**src/rtl/bist_pkg.sv**
```systemverilog
package bist_pkg;
    typedef enum logic [2:0] {
        ST_OFF,
        ST_READY,
        ST_RUN,
        ST_DRAIN,
        ST_FLUSH
    } bist_state_e;

    typedef enum logic [1:0] {
        PAT_DET,
        PAT_RND,
        PAT_JIT,
        PAT_PRBS
    } bist_pat_e;

    localparam int SYM_W       = 10;
    localparam int REG_W       = 16;
    localparam int CTL_TYPE_LO = 10;
    localparam int CTL_WIDE    = 12;
    localparam int CTL_EN      = 13;
    localparam int CTL_STOP    = 14;
    localparam int CTL_STRT    = 15;
    localparam int ADR_CTRL    = 0;
    localparam int ADR_TXF     = 1;
    localparam int ADR_RXF     = 2;
endpackage

```
**src/rtl/bist_patgen.sv**
```systemverilog
module bist_patgen
    import bist_pkg::*;
(
    input  logic             clk,
    input  logic             rst_n,
    input  logic             restart,
    input  logic             step,
    input  bist_pat_e        sel,
    input  logic             wide,
    output logic [SYM_W-1:0] sym
);
    localparam logic [SYM_W-1:0] NARROW_MASK = SYM_W'(8'hFF);

    logic [1:0]       phase_q;
    logic [6:0]       lfsr_q;
    logic [SYM_W-1:0] raw;

    always_ff @(posedge clk or negedge rst_n) begin
        if (!rst_n) begin
            phase_q <= '0;
            lfsr_q  <= 7'h7F;
        end else if (restart) begin
            phase_q <= '0;
            lfsr_q  <= 7'h7F;
        end else if (step) begin
            phase_q <= phase_q + 2'd1;
            lfsr_q  <= {lfsr_q[5:0], lfsr_q[6] ^ lfsr_q[5]};
        end
    end

    always_comb begin
        unique case (sel)
            PAT_DET: begin
                unique case (phase_q)
                    2'd0:    raw = 10'h17C;
                    2'd1:    raw = 10'h283;
                    2'd2:    raw = 10'h0F0;
                    default: raw = 10'h30F;
                endcase
            end
            PAT_RND:  raw = phase_q[0] ? 10'h155 : 10'h2AA;
            PAT_JIT:  raw = phase_q[0] ? 10'h01F : 10'h3E0;
            default:  raw = {lfsr_q[2:0], lfsr_q};
        endcase
        sym = wide ? raw : (raw & NARROW_MASK);
    end
endmodule

```
**src/rtl/bist_lane_chk.sv**
```systemverilog
module bist_lane_chk
    import bist_pkg::*;
#(
    parameter int CNT_W = 16
) (
    input  logic             clk,
    input  logic             rst_n,
    input  logic             clr,
    input  logic             vld,
    input  logic             last,
    input  logic [SYM_W-1:0] ref_sym,
    input  logic [SYM_W-1:0] rx_sym,
    output logic [CNT_W-1:0] frames,
    output logic [CNT_W-1:0] errs
);
    localparam logic [CNT_W-1:0] CNT_MAX = '1;

    always_ff @(posedge clk or negedge rst_n) begin
        if (!rst_n) begin
            frames <= '0;
            errs   <= '0;
        end else if (clr) begin
            frames <= '0;
            errs   <= '0;
        end else if (vld) begin
            if (last && frames != CNT_MAX) frames <= frames + 1'b1;
            if (rx_sym != ref_sym && errs != CNT_MAX) errs <= errs + 1'b1;
        end
    end
endmodule

```
**src/rtl/bist_engine.sv**
```systemverilog
module bist_engine
    import bist_pkg::*;
#(
    parameter int LANES     = 4,
    parameter int CNT_W     = 16,
    parameter int FRAME_LEN = 4,
    parameter int ADDR_W    = 4
) (
    input  logic              clk,
    input  logic              rst_n,
    input  logic              reg_wr,
    input  logic [ADDR_W-1:0] reg_addr,
    input  logic [15:0]       reg_wdata,
    output logic [15:0]       reg_rdata,
    input  logic [LANES-1:0]  err_inject,
    output logic [9:0]        tx_sym,
    output logic              tx_vld,
    output logic              pass
);
    localparam int FL_W     = (FRAME_LEN > 1) ? $clog2(FRAME_LEN) : 1;
    localparam int ERR_BASE = ADR_RXF + LANES;
    localparam logic [CNT_W-1:0] CNT_MAX = '1;

    bist_state_e state_q, state_d;
    bist_pat_e   cfg_type_q;
    logic        cfg_wide_q;
    logic        ctrl_wr, abort, start_pulse, busy, gen_on, gen_last;
    logic [FL_W-1:0]  sym_q;
    logic [CNT_W-1:0] txf_q;
    logic [SYM_W-1:0] gen_sym, lb_sym;
    logic             lb_vld, lb_last;
    logic [LANES-1:0] lb_inj;
    logic [CNT_W-1:0] rxf_q [LANES];
    logic [CNT_W-1:0] err_q [LANES];
    logic             unused_wdata;

    assign unused_wdata = ^reg_wdata[CTL_TYPE_LO-1:0];
    assign ctrl_wr  = reg_wr && (reg_addr == ADDR_W'(ADR_CTRL));
    assign abort    = ctrl_wr && !reg_wdata[CTL_EN];
    assign busy     = (state_q == ST_RUN) || (state_q == ST_DRAIN) || (state_q == ST_FLUSH);
    assign gen_on   = (state_q == ST_RUN) || (state_q == ST_DRAIN);
    assign gen_last = gen_on && (sym_q == FL_W'(FRAME_LEN - 1));

    // next-state logic
    always_comb begin
        state_d     = state_q;
        start_pulse = 1'b0;
        if (abort) begin
            state_d = ST_OFF;
        end else begin
            unique case (state_q)
                ST_OFF:   if (ctrl_wr) state_d = ST_READY;
                ST_READY: if (ctrl_wr && reg_wdata[CTL_STRT]) begin
                    state_d     = ST_RUN;
                    start_pulse = 1'b1;
                end
                ST_RUN:   if (ctrl_wr && reg_wdata[CTL_STOP]) state_d = ST_DRAIN;
                ST_DRAIN: if (gen_last) state_d = ST_FLUSH;
                ST_FLUSH: state_d = ST_READY;
                default:  state_d = ST_OFF;
            endcase
        end
    end

    // state register and datapath registers
    always_ff @(posedge clk or negedge rst_n) begin
        if (!rst_n) begin
            state_q    <= ST_OFF;
            cfg_type_q <= PAT_DET;
            cfg_wide_q <= 1'b0;
            sym_q      <= '0;
            txf_q      <= '0;
            lb_vld     <= 1'b0;
            lb_last    <= 1'b0;
            lb_sym     <= '0;
            lb_inj     <= '0;
        end else begin
            state_q <= state_d;
            if (ctrl_wr && !busy) begin
                cfg_type_q <= bist_pat_e'(reg_wdata[CTL_TYPE_LO +: 2]);
                cfg_wide_q <= reg_wdata[CTL_WIDE];
            end
            if (start_pulse) begin
                sym_q <= '0;
                txf_q <= '0;
            end else if (gen_on) begin
                sym_q <= gen_last ? '0 : sym_q + 1'b1;
                if (gen_last && txf_q != CNT_MAX) txf_q <= txf_q + 1'b1;
            end
            lb_vld  <= gen_on;
            lb_last <= gen_last;
            lb_sym  <= gen_sym;
            lb_inj  <= err_inject;
        end
    end

    bist_patgen u_gen (
        .clk     (clk),
        .rst_n   (rst_n),
        .restart (start_pulse),
        .step    (gen_on),
        .sel     (cfg_type_q),
        .wide    (cfg_wide_q),
        .sym     (gen_sym)
    );

    for (genvar g = 0; g < LANES; g++) begin : g_lane
        logic [SYM_W-1:0] rx_sym;
        assign rx_sym = lb_sym ^ SYM_W'(lb_inj[g]);
        bist_lane_chk #(.CNT_W(CNT_W)) u_chk (
            .clk     (clk),
            .rst_n   (rst_n),
            .clr     (start_pulse),
            .vld     (lb_vld),
            .last    (lb_last),
            .ref_sym (lb_sym),
            .rx_sym  (rx_sym),
            .frames  (rxf_q[g]),
            .errs    (err_q[g])
        );
    end

    // outputs
    always_comb begin
        reg_rdata = '0;
        pass      = 1'b1;
        if (reg_addr == ADDR_W'(ADR_CTRL)) begin
            reg_rdata[CTL_STRT]          = busy;
            reg_rdata[CTL_STOP]          = (state_q == ST_DRAIN) || (state_q == ST_FLUSH);
            reg_rdata[CTL_EN]            = (state_q != ST_OFF);
            reg_rdata[CTL_WIDE]          = cfg_wide_q;
            reg_rdata[CTL_TYPE_LO +: 2]  = cfg_type_q;
        end else if (reg_addr == ADDR_W'(ADR_TXF)) begin
            reg_rdata[CNT_W-1:0] = txf_q;
        end
        for (int i = 0; i < LANES; i++) begin
            if (reg_addr == ADDR_W'(ADR_RXF + i))  reg_rdata[CNT_W-1:0] = rxf_q[i];
            if (reg_addr == ADDR_W'(ERR_BASE + i)) reg_rdata[CNT_W-1:0] = err_q[i];
            if (err_q[i] != '0 || rxf_q[i] == '0) pass = 1'b0;
        end
        tx_sym = gen_sym;
        tx_vld = gen_on;
    end
endmodule

```
**config.mk**
```make
export PLATFORM = sky130hd
export DESIGN_NAME = bist_engine
export DESIGN_NICKNAME = d
export VERILOG_FILES = /design/src/rtl/bist_pkg.sv /design/src/rtl/bist_patgen.sv /design/src/rtl/bist_lane_chk.sv /design/src/rtl/bist_engine.sv
export SDC_FILE = /design/constraint.sdc
export NUM_CORES = 1
export LEC_CHECK = 0
export CAP_MARGIN = 0
export CELL_PAD_IN_SITES_DETAIL_PLACEMENT = 1
export CELL_PAD_IN_SITES_GLOBAL_PLACEMENT = 2
export CORE_UTILIZATION = 40
export DETAILED_ROUTE_END_ITERATION = 12
export DONT_BUFFER_PORTS = 1
export GPL_TIMING_DRIVEN = 0
export MAX_ROUTING_LAYER = met4
export PLACE_DENSITY_LB_ADDON = 0.1
export SLEW_MARGIN = 10
export SYNTH_ARGS = -nofsm -noshare
export SYNTH_HDL_FRONTEND = slang
export SYNTH_SLANG_ARGS = --single-unit
```
**constraint.sdc**
```tcl
create_clock -name clk -period 2.15 [get_ports clk]
set_input_delay 0.43 -clock clk [delete_from_list [all_inputs] [get_ports clk]]
set_output_delay 0.43 -clock clk [all_outputs]
set_load 0.05 [all_outputs]
```
==> results of run 1 <==
## synthesized netlist by cell type, drive strengths merged (4+ instances only)
cell / n / area share
nor2: 166 / 0.058
dfrtp: 160 / 0.37
nand2: 94 / 0.033
xnor2: 85 / 0.069
a21oi: 75 / 0.035
o21ai: 64 / 0.030
nor4: 50 / 0.036
nand4: 49 / 0.031
nand3: 43 / 0.020
nor3: 42 / 0.021
clkbuf: 39 / 0.014
inv: 37 / 0.013
buf: 34 / 0.016
xor2: 24 / 0.020
ha: 22 / 0.026
and3: 19 / 0.011
or3: 19 / 0.011
and4: 15 / 0.012
mux2i: 15 / 0.014
nor4b: 15 / 0.013
a22oi: 14 / 0.0098
a211oi: 13 / 0.0091
nor2b: 12 / 0.0070
a222oi: 11 / 0.010
and2: 9 / 0.0053
nand2b: 9 / 0.0053
or2: 8 / 0.0047
dfstp: 7 / 0.017
o22a: 7 / 0.0057
a2111oi: 6 / 0.0096
a21o: 6 / 0.0042
mux2: 6 / 0.0063
a31oi: 5 / 0.0029
a32oi: 5 / 0.0041
o22ai: 5 / 0.0029
o2111ai: 4 / 0.0033
o211ai: 4 / 0.0028
o21a: 4 / 0.0028
or4: 4 / 0.0032
## routing by layer
| metal | share of wire | global-route usage |
|---|---|---|
| met2 | 0.48 | 0.484 |
| met1 | 0.44 | 0.390 |
| met3 | 0.046 | 0.0608 |
| met5 | 0 | - |
| met4 | 0.036 | 0.116 |
## per-stage QoR
step / std cells / setup WS (ns) / hold WS [ns]
2_1_floorplan: 1240 / -0.0964 / 0.134
3_3_place_gp: 1575 / -0.670 / 0.143
3_5_place_dp: 1575 / -0.649 / 0.142
4_1_cts: 1650 / -0.816 / -0.330
5_1_grt: 1674 / -0.877 / -0.337
6_report: 1674 / -0.808 / -0.325
## power breakdown
group          leakage (nW)  internal, W  switching [W]
clock                 0.287      0.00170        0.00151
sequential             1.79      0.00430        0.00217
combinational          2.94      0.00272        0.00383
total                  5.01      0.00872        0.00751
## registers in the layout (all words and copies together) (netlist names)
signal and flops:
sym_q 2, txf_q 16, lb_last 1, u_gen.lfsr_q 7, g_lane.u_chk.errs 64, state_q 3
cfg_type_q 2, lb_inj 4, g_lane.u_chk.frames 64, cfg_wide_q 1, lb_vld 1, u_gen.phase_q 2
## kinds of logic (layout without fill, tap and decap cells)
group | Yosys count | in the layout | share of synthesized area
flip-flops | 167 | 167 | 0.391
adder cells (fa/ha/maj) | 22 | 22 | 0.0257
other | 0 | 2 | 0
XOR/XNOR | 109 | 109 | 0.0890
AND/OR/NAND/NOR | 563 | 563 | 0.279
buffers and inverters | 110 | 207 | 0.0425
multiplexers | 21 | 21 | 0.0203
AO/OA/AOI/OAI | 248 | 248 | 0.153
## how the worst min path moves through the flow
stage,endpoint,slack [ns]
final,g_lane[1].u_chk.frames[0],-0.33
after floorplan,cfg_type_q[0],0.13
after CTS,g_lane[1].u_chk.frames[4],-0.33
after global routing,g_lane[1].u_chk.frames[6],-0.34
after detailed placement,g_lane[1].u_chk.frames[4],0.14
after global placement,g_lane[1].u_chk.frames[4],0.14
## repair_timing
| action | CTS | global route |
|---|---|---|
| hold buffers | 3 | 1 |
| setup endpoints to repair | 128 | 142 |
| cloned | 3 | 0 |
| pin swaps | 57 | 38 |
| setup buffers | 44 | 25 |
| resized for setup | 171 | 79 |
| endpoints found under the hold margin | 170 | 168 |
## critical path, stage by stage, from the launching register on
cell and delay, ns:
sky130_fd_sc_hd__dfrtp_1 0.54, sky130_fd_sc_hd__nor4_1 0.42, sky130_fd_sc_hd__nand4_1 0.29, sky130_fd_sc_hd__nor4_4 0.82
## layout make-up
cell class | count | area share
multi-input combinational | 963 | 0.517
tap | 335 | 0.0310
clock inverter | 13 | 0.0105
antenna | 2 | 0.000370
clock buffer | 19 | 0.0335
timing repair buffer | 75 | 0.0481
inverter | 37 | 0.0108
buffer | 63 | 0.0368
sequential | 167 | 0.312
==> results_dict.tcl, run 1 <==
set metrics [dict create \
    status "finished, violations left" \
    violations "DRC, hold timing, setup timing" \
    power_density_nw_per_um2 1200 \
    place_hpwl_mm 28.4 \
    cts_tree "built" \
    cts.htree.levels 4 \
    synth.yosys.seq_area_share 0.391 \
    layout-drive-gt1-share 0.248 \
    area_taken_by_multi_input_logic_gates_um2 6990 \
    setup_slack_ns -0.808 \
    setup_viols_final 27 \
    worst_r2r_endpoint "g_lane[3].u_chk.frames[11]" \
    worstSetupPathType "register to primary output" \
    grt_max_degree 168 \
    clock.fmax_ghz 0.338 \
    synth_edf_count 0 \
    synth.ff_latch_count 167 \
    synthDistinctLibCells 73 \
    max-slew-margin-rel 0.349 \
    cap_viol_max_count 0 \
    port-buffer-count 0 \
    ir_worst_vdd_mv 0.654 \
    r2r.worst_path.cells 5 \
    cts.clk_slew.worst_paths_ns 0.08 \
    numClockSinks 167 \
    grt_pass1_vias 10200 \
    final_min_period_over_clock_period 1.38 \
    report.power.total_w 0.0162 \
    critPathCapture "pass" \
    antenna_found_initial 2 \
    ff_latch_area_um2 4220 \
    vias_per_cell 6.08 \
    timing_worst_slew_pin_value_ns 0.976 \
    fin_hold_ws_ns -0.325 \
    cp-startpoint "g_lane[0].u_chk.errs[13]" \
    required_time_of_the_critical_path_ns 1.72 \
    mappedNetlistNets 1289 \
    synthCells 1240 \
    dr.first_iter.drc_count 756 \
    nFillCells 2992 \
    startpoint_type "register" \
    reg2reg_setup_slack_ns 0.08 \
    grt_first_pass_wirelength_mm 62.5 \
    setup_total_negative_slack_ns -6.42 \
    grt_setup_unrepaired "true" \
    numCtsBuffers 17 \
    placeableCoreArea_um2 26200 \
    post_dp_cell_area_um2 11400 \
    gp_routability_congestion 0.889 \
    ys_async_sr_fraction 1.00 \
    routed-via-count 10200 \
    finish.utilization 0.516 \
    timing.critical_path.arrival_ns 2.53 \
    final_cell_area_um2 13500 \
    grt.overflow.total 0 \
    drtAntennaViolNets 0 \
    die-width_um 166 \
    layout_min_cycle_time_ns 2.96 \
    post_synth.cell_area_avg_um2 8.65 \
    critical_path.reg2reg.startpoint "lb_vld" \
    worst_skew_pair.late_latency_ns 0.44 \
    finish.net_count 1373 \
    std_cell_rows 59 \
    synth.yosys.warnings 0 \
    mostFrequentLayoutCell "sky130_fd_sc_hd__nor2_1" \
    crit_path_max_fanout 6 \
    clock_path_buffers 2 \
    holdCritPathClass "input port to asynchronous set/reset pin" \
    flow.area_growth_from_synthesis_pct 26.1 \
    starting_utilization_of_the_core_area 0.409 \
    route.detailed.wl_per_inst_um 24.4 \
    total_routing_usage_reported_by_global_routing 0.307 \
    p_leak_nw 5.01 \
    final_wirelength_mm 40.8 \
    drtPass1Iterations 9 \
    most_frequent_cells_in_the_layout "155 x sky130_fd_sc_hd__nor2_1, 133 x sky130_fd_sc_hd__dfrtp_1, 90 x sky130_fd_sc_hd__nand2_1" \
    clock_tree.root_cell "sky130_fd_sc_hd__clkbuf_16" \
    die_height_um 166 \
    critical_path.endpoint_type "primary output" \
    hold_violations 167 \
    yosys_most_used_dff "sky130_fd_sc_hd__dfrtp_1" \
    drv_slew 0 \
    synthesis.area_um2 10700 \
    die-area_um2 27500 \
    route.detailed.drc 1 \
    fin_skew_ns 0.0165 \
    io-pin-count 55 \
]
No activity file was read; power rests on OpenSTA's default activity.
==> run 2, diff against run 1 <==
==> constraint.sdc (replaced) <==
create_clock -name clk -period 2.15 [get_ports clk]
set_input_delay 0 -clock clk [delete_from_list [all_inputs] [get_ports clk]]
set_output_delay 0 -clock clk [all_outputs]
set_load 0.05 [all_outputs]
==> run 2 against run 1 <==
Against the previous run: the flow finishes with violations (hold timing, setup timing); sequential share of layout area grew 2.6 points; via count shrank 2.5%; cell area shrank 8.0%; register-to-register slack is essentially flat; cell count shrank 3.2%; global-route usage shrank 0.68 points; clock skew is essentially flat; sequential power grew 1%; highest routed layer unchanged.
==> results_dict.tcl, run 2 (synthesized netlist as in run 1, its figures left out) <==
set metrics [dict create \
    internal-power_w 0.00804 \
    placement.setup.worst_slack_ns -0.407 \
    port-buffer-count 0 \
    nFillCells 3041 \
    cts.htree.levels 4 \
    die_height_um 166 \
    power.share.switching 0.472 \
    place_hpwl_mm 28.6 \
    cp_num_buf_inv 0 \
    gp_routability_congestion 0.900 \
    fin_skew_ns 0.0161 \
    cts_tree "built" \
    power.clock.fraction 0.206 \
    critical_path.endpoint_type "primary output" \
    grt_pass1_vias 9988 \
    setup_slack_ns -0.224 \
    layout_min_cycle_time_ns 2.37 \
    crit_chain "nor4_2, nand2_1, nor2_1, nand4_1, nor4_4" \
    route.detailed.wl_per_inst_um 24.2 \
    drv_slew 0 \
    die-width_um 166 \
    most_frequent_cells_in_the_layout "158 x sky130_fd_sc_hd__nor2_1, 146 x sky130_fd_sc_hd__dfrtp_1, 93 x sky130_fd_sc_hd__nand2_1" \
    clock_path_buffers 2 \
    holdCritPathClass "input port to asynchronous set/reset pin" \
    dr.first_iter.drc_count 704 \
    cap_viol_max_count 0 \
    cts.clk_slew.worst_paths_ns 0.08 \
    finish.net_count 1322 \
    violations "hold timing, setup timing" \
    status "finished, violations left" \
    routed-via-count 9923 \
    numCtsBuffers 17 \
    crit_path_max_fanout 6 \
    clock_tree.root_cell "sky130_fd_sc_hd__clkbuf_16" \
    placeableCoreArea_um2 26200 \
    die-area_um2 27500 \
    required_time_of_the_critical_path_ns 2.15 \
    worst-path-stages 5 \
    hold_violations 167 \
    post_layout_nonfiller_instances 1621 \
    placedCellCount 1575 \
    power_density_nw_per_um2 1220 \
    ir_worst_vdd_mv 0.582 \
    fin_hold_ws_ns -0.751 \
    slowest_cell_on_the_critical_path "sky130_fd_sc_hd__nor4_4" \
    drtPass1Iterations 6 \
    power_spent_charging_and_discharging_nets_w 0.00718 \
    layout-drive-gt1-share 0.153 \
    starting_utilization_of_the_core_area 0.409 \
    largest_registers "g_lane.u_chk.errs x64, g_lane.u_chk.frames x64, txf_q x16" \
    final_wirelength_mm 39.2 \
    std_cell_rows 59 \
    total_routing_usage_reported_by_global_routing 0.300 \
    route.detailed.drc 0 \
    setup_total_negative_slack_ns -0.234 \
    flow.area_growth_from_synthesis_pct 16.0 \
    cp_slowest_stage_delay_ns 0.77 \
    p_leak_nw 4.52 \
    clock.fmax_ghz 0.421 \
    grt_first_pass_wirelength_mm 61.2 \
    vias_per_cell 6.12 \
    diodes 0 \
    timing_worst_slew_pin_value_ns 0.817 \
    seq_power_share 0.430 \
    startpoint_type "register" \
    io-pin-count 55 \
    drtAntennaViolNets 0 \
    grt.overflow.total 0 \
    worstSetupPathType "register to primary output" \
    critical-path-top-delay-family "simple AND/OR/NAND/NOR gates" \
    numClockSinks 167 \
    r2r.worst_path.cells 6 \
    final_min_period_over_clock_period 1.10 \
    power.combinational.fraction 0.363 \
    antenna_found_initial 0 \
    grt_max_degree 168 \
    setup_viols_final 2 \
    grt_setup_unrepaired "true" \
    timing.critical_path.arrival_ns 2.37 \
    worst_skew_pair.late_latency_ns 0.44 \
    mostFrequentLayoutCell "sky130_fd_sc_hd__nor2_1" \
    postCtsHoldBufs 9 \
    max-slew-margin-rel 0.456 \
]
## run 2: layer usage
metal	global-route usage	part of all wire	vias up
met1	0.393	0.45	5053
met5	-	0	-
met2	0.468	0.47	234
met3	0.0503	0.043	64
li1	-	-	4572
met4	0.111	0.032	0
## run 2: through the flow
stage	cell area, µm²	utilization	hold slack, ns	total power, W
2_1_floorplan	10700	-	-0.296	0.00956
3_3_place_gp	11200	0.426	-0.287	0.0112
3_5_place_dp	11200	0.426	-0.287	0.0114
4_1_cts	12200	0.465	-0.764	0.0150
5_1_grt	12400	0.475	-0.764	0.0161
6_report	12400	0.475	-0.751	0.0152
## run 2: power by group through the flow
stage | sequential [W] | combinational, W | clock [W]
after floorplan | 0.00547 | 0.00409 | 0
after global placement | 0.00637 | 0.00487 | 0
after detailed placement | 0.00640 | 0.00499 | 0
after CTS | 0.00637 | 0.00544 | 0.00322
after global routing | 0.00669 | 0.00610 | 0.00332
final | 0.00655 | 0.00553 | 0.00314
## run 2: repair_timing
item,in CTS,in global routing
buffers inserted,8,2
pin swaps,14,17
resized for setup,71,60
endpoints found under the hold margin,177,167
setup endpoints to repair,117,135
## run 2: cell type report
type	count	area, µm²	share of cell area
inverters	37	139	0.0112
multi-input cells	963	6540	0.526
flip-flops and latches	167	4210	0.338
well taps	335	419	0.0337
plain buffers	68	373	0.0300
clock buffers	18	429	0.0345
clock inverters	14	156	0.0126
repair buffers	19	178	0.0143
## run 2: worst paths after layout
kind / startpoint / to / slack [ns]
setup / recovery: g_lane[3].u_chk.errs[12] / pass / -0.22
min in group clk: reg_wdata[15] / state_q[1] / 0.05
hold / removal: rst_n / g_lane[0].u_chk.frames[11] / -0.75
setup reg to reg: txf_q[10] / txf_q[0] / 0.08
max in group asynchronous: rst_n / u_gen.lfsr_q[0] / 2.47
hold reg to reg: sym_q[1] / sym_q[1] / 0.55
==> run 3, diff against run 2 <==
- CELL_PAD_IN_SITES_GLOBAL_PLACEMENT: 2 -> 1
- CORE_UTILIZATION: 40 -> 50
==> run 3 against run 2 <==
Against the previous run: the flow still finishes with violations (hold timing, setup timing); setup slack about the same; first-iteration DRC count increased by 26%; core utilization increased by 12 points; worst hold slack got worse by 0.011 ns; total power increased by 3.0%; sequential share of layout area decreased by 0.35 points; wire length increased by 0.16%; sequential power decreased by 1%; cell area increased by 1.0%; count of clock-buffer cells in the layout unchanged; cell count decreased by 2.7%; highest routed layer unchanged.
==> results_dict.tcl, run 3 (synthesized netlist as in run 1, its figures left out) <==
set metrics [dict create \
    status "finished, violations left" \
    violations "hold timing, setup timing" \
    vias_per_cell 6.59 \
    grt_first_pass_wirelength_mm 60.4 \
    placedCellCount 1515 \
    flow.area_growth_from_synthesis_pct 17.2 \
    mostFrequentLayoutCell "sky130_fd_sc_hd__nor2_1" \
    finish.utilization 0.598 \
    fin_skew_ns 0.00986 \
    starting_utilization_of_the_core_area 0.510 \
    most_frequent_cells_in_the_layout "159 x sky130_fd_sc_hd__nor2_1, 146 x sky130_fd_sc_hd__dfrtp_1, 93 x sky130_fd_sc_hd__nand2_1" \
    worst_skew_pair.late_latency_ns 0.45 \
    grt.overflow.total 0 \
    final_min_period_over_clock_period 1.10 \
    finish.net_count 1338 \
    critical_path.endpoint_type "primary output" \
    grt_setup_unrepaired "true" \
    port-buffer-count 0 \
    gp_routability_congestion 0.975 \
    cap_viol_max_count 0 \
    total_routing_usage_reported_by_global_routing 0.372 \
    routed-via-count 10400 \
    holdCritPathClass "input port to asynchronous set/reset pin" \
    die-area_um2 22000 \
    report.power.total_w 0.0157 \
    internal-power_w 0.00832 \
    final_wirelength_mm 39.3 \
    setup_total_negative_slack_ns -0.223 \
    die_height_um 148 \
    startpoint_type "register" \
    drv_slew 0 \
    dr.first_iter.drc_count 888 \
    p_leak_nw 4.63 \
    grt_pass1_vias 10300 \
    numCtsBuffers 17 \
    power_density_nw_per_um2 1250 \
    place_hpwl_mm 26.9 \
    cts_tree "built" \
    io-pin-count 55 \
    std_cell_rows 53 \
    crit_path_max_fanout 5 \
    power.combinational.fraction 0.377 \
    clock.fmax_ghz 0.421 \
    clock_tree.root_cell "sky130_fd_sc_hd__clkbuf_16" \
    ir_worst_vdd_mv 0.810 \
    post_layout_nonfiller_instances 1578 \
    setup_viols_final 1 \
    setup_slack_ns -0.223 \
    power.clock.fraction 0.211 \
    postCtsHoldBufs 9 \
    hold_violations 167 \
    grt_max_degree 168 \
    cts.htree.levels 4 \
    drtAntennaViolNets 0 \
    layout_min_cycle_time_ns 2.37 \
    numClockSinks 167 \
    power.share.switching 0.469 \
    clock_path_buffers 2 \
    route.detailed.wl_per_inst_um 24.9 \
    required_time_of_the_critical_path_ns 2.15 \
    antenna_found_initial 1 \
    max-slew-margin-rel 0.404 \
    seq_power_share 0.412 \
    worstSetupPathType "register to primary output" \
    die-width_um 148 \
    layout-drive-gt1-share 0.171 \
    cts.clk_slew.worst_paths_ns 0.08 \
    fin_hold_ws_ns -0.762 \
    placeableCoreArea_um2 21000 \
    timing_worst_slew_pin_value_ns 0.894 \
    largest_registers "g_lane.u_chk.errs x64, g_lane.u_chk.frames x64, txf_q x16" \
    drtPass1Iterations 5 \
    route.detailed.drc 0 \
    power_spent_charging_and_discharging_nets_w 0.00735 \
    timing.critical_path.arrival_ns 2.37 \
]
## run 3: changes by cell type in the layout (fill, tap and decap cells not counted), moves of 2 or more
| cell | change |
|---|---|
| sky130_fd_sc_hd__nor4b_4 | +2 |
| sky130_fd_sc_hd__a21oi_1 | -2 |
| sky130_fd_sc_hd__o21ai_0 | -2 |
| sky130_fd_sc_hd__buf_2 | +4 |
| sky130_fd_sc_hd__buf_6 | -2 |
| sky130_fd_sc_hd__o22a_1 | -3 |
| sky130_fd_sc_hd__nor4_1 | -6 |
| sky130_fd_sc_hd__nor4_2 | +4 |
| sky130_fd_sc_hd__ha_2 | -2 |
| sky130_fd_sc_hd__o21ai_1 | +2 |
| sky130_fd_sc_hd__buf_4 | +14 |
| sky130_fd_sc_hd__o22a_2 | +4 |
| sky130_fd_sc_hd__nor4_4 | +2 |
## run 3: worst paths after layout
check	start	to	slack, ns	cells past startpoint
setup / recovery	g_lane[2].u_chk.errs[5]	pass	-0.22	3
hold / removal	rst_n	txf_q[14]	-0.76	0
setup reg to reg	g_lane[0].u_chk.frames[10]	g_lane[0].u_chk.frames[4]	0.02	4
hold reg to reg	sym_q[1]	sym_q[1]	0.55	2
max in group asynchronous	rst_n	u_gen.lfsr_q[1]	2.62	0
min in group clk	reg_wdata[15]	state_q[1]	0.05	3
## run 3: area by class of cell
class                      count  area (µm²)
clock inverter                14         174
fill                        2457        8450
clock buffer                  18         439
sequential                   167        4210
multi-input combinational    963        6630
antenna                        1        2.50
timing repair buffer          33         270
inverter                      37         139
tap                          275         344
buffer                        70         367
## run 3: routing by layer
metal | up-vias | wire [µm] | track usage
li1 | 4605 | - | -
met1 | 5313 | 16300 | 0.480
met5 | - | 0 | -
met2 | 387 | 19000 | 0.586
met3 | 90 | 2430 | 0.0515
met4 | 0 | 1610 | 0.156
## run 3: per-stage QoR
step                      area (µm²)  setup slack [ns]
final                          12600            -0.223
after global routing           12600            -0.249
after CTS                      12200            -0.223
after detailed placement       11100            -0.454
after global placement         11100            -0.380
after floorplan                10700           0.00207
## run 3: what timing repair did
action,in CTS,in global routing
resized for setup,79,67
buffers inserted,11,14
endpoints found under the hold margin,177,167
pin swaps,13,17
setup endpoints to repair,76,136
## run 3: power groups by stage
stage / Sequential [W] / Clock, W / Combinational (W)
final: 0.00646 / 0.00331 / 0.00590
after global routing: 0.00658 / 0.00344 / 0.00641
after CTS: 0.00628 / 0.00334 / 0.00549
after detailed placement: 0.00627 / 0 / 0.00497
after global placement: 0.00624 / 0 / 0.00478
after floorplan: 0.00547 / 0 / 0.00409
## run 3: worst max-delay path, cell delays in order, from the launching register on
cell and delay, ns:
sky130_fd_sc_hd__dfrtp_1 0.49, sky130_fd_sc_hd__nor4_4 0.38, sky130_fd_sc_hd__nand4_1 0.26, sky130_fd_sc_hd__nor4_4 0.79
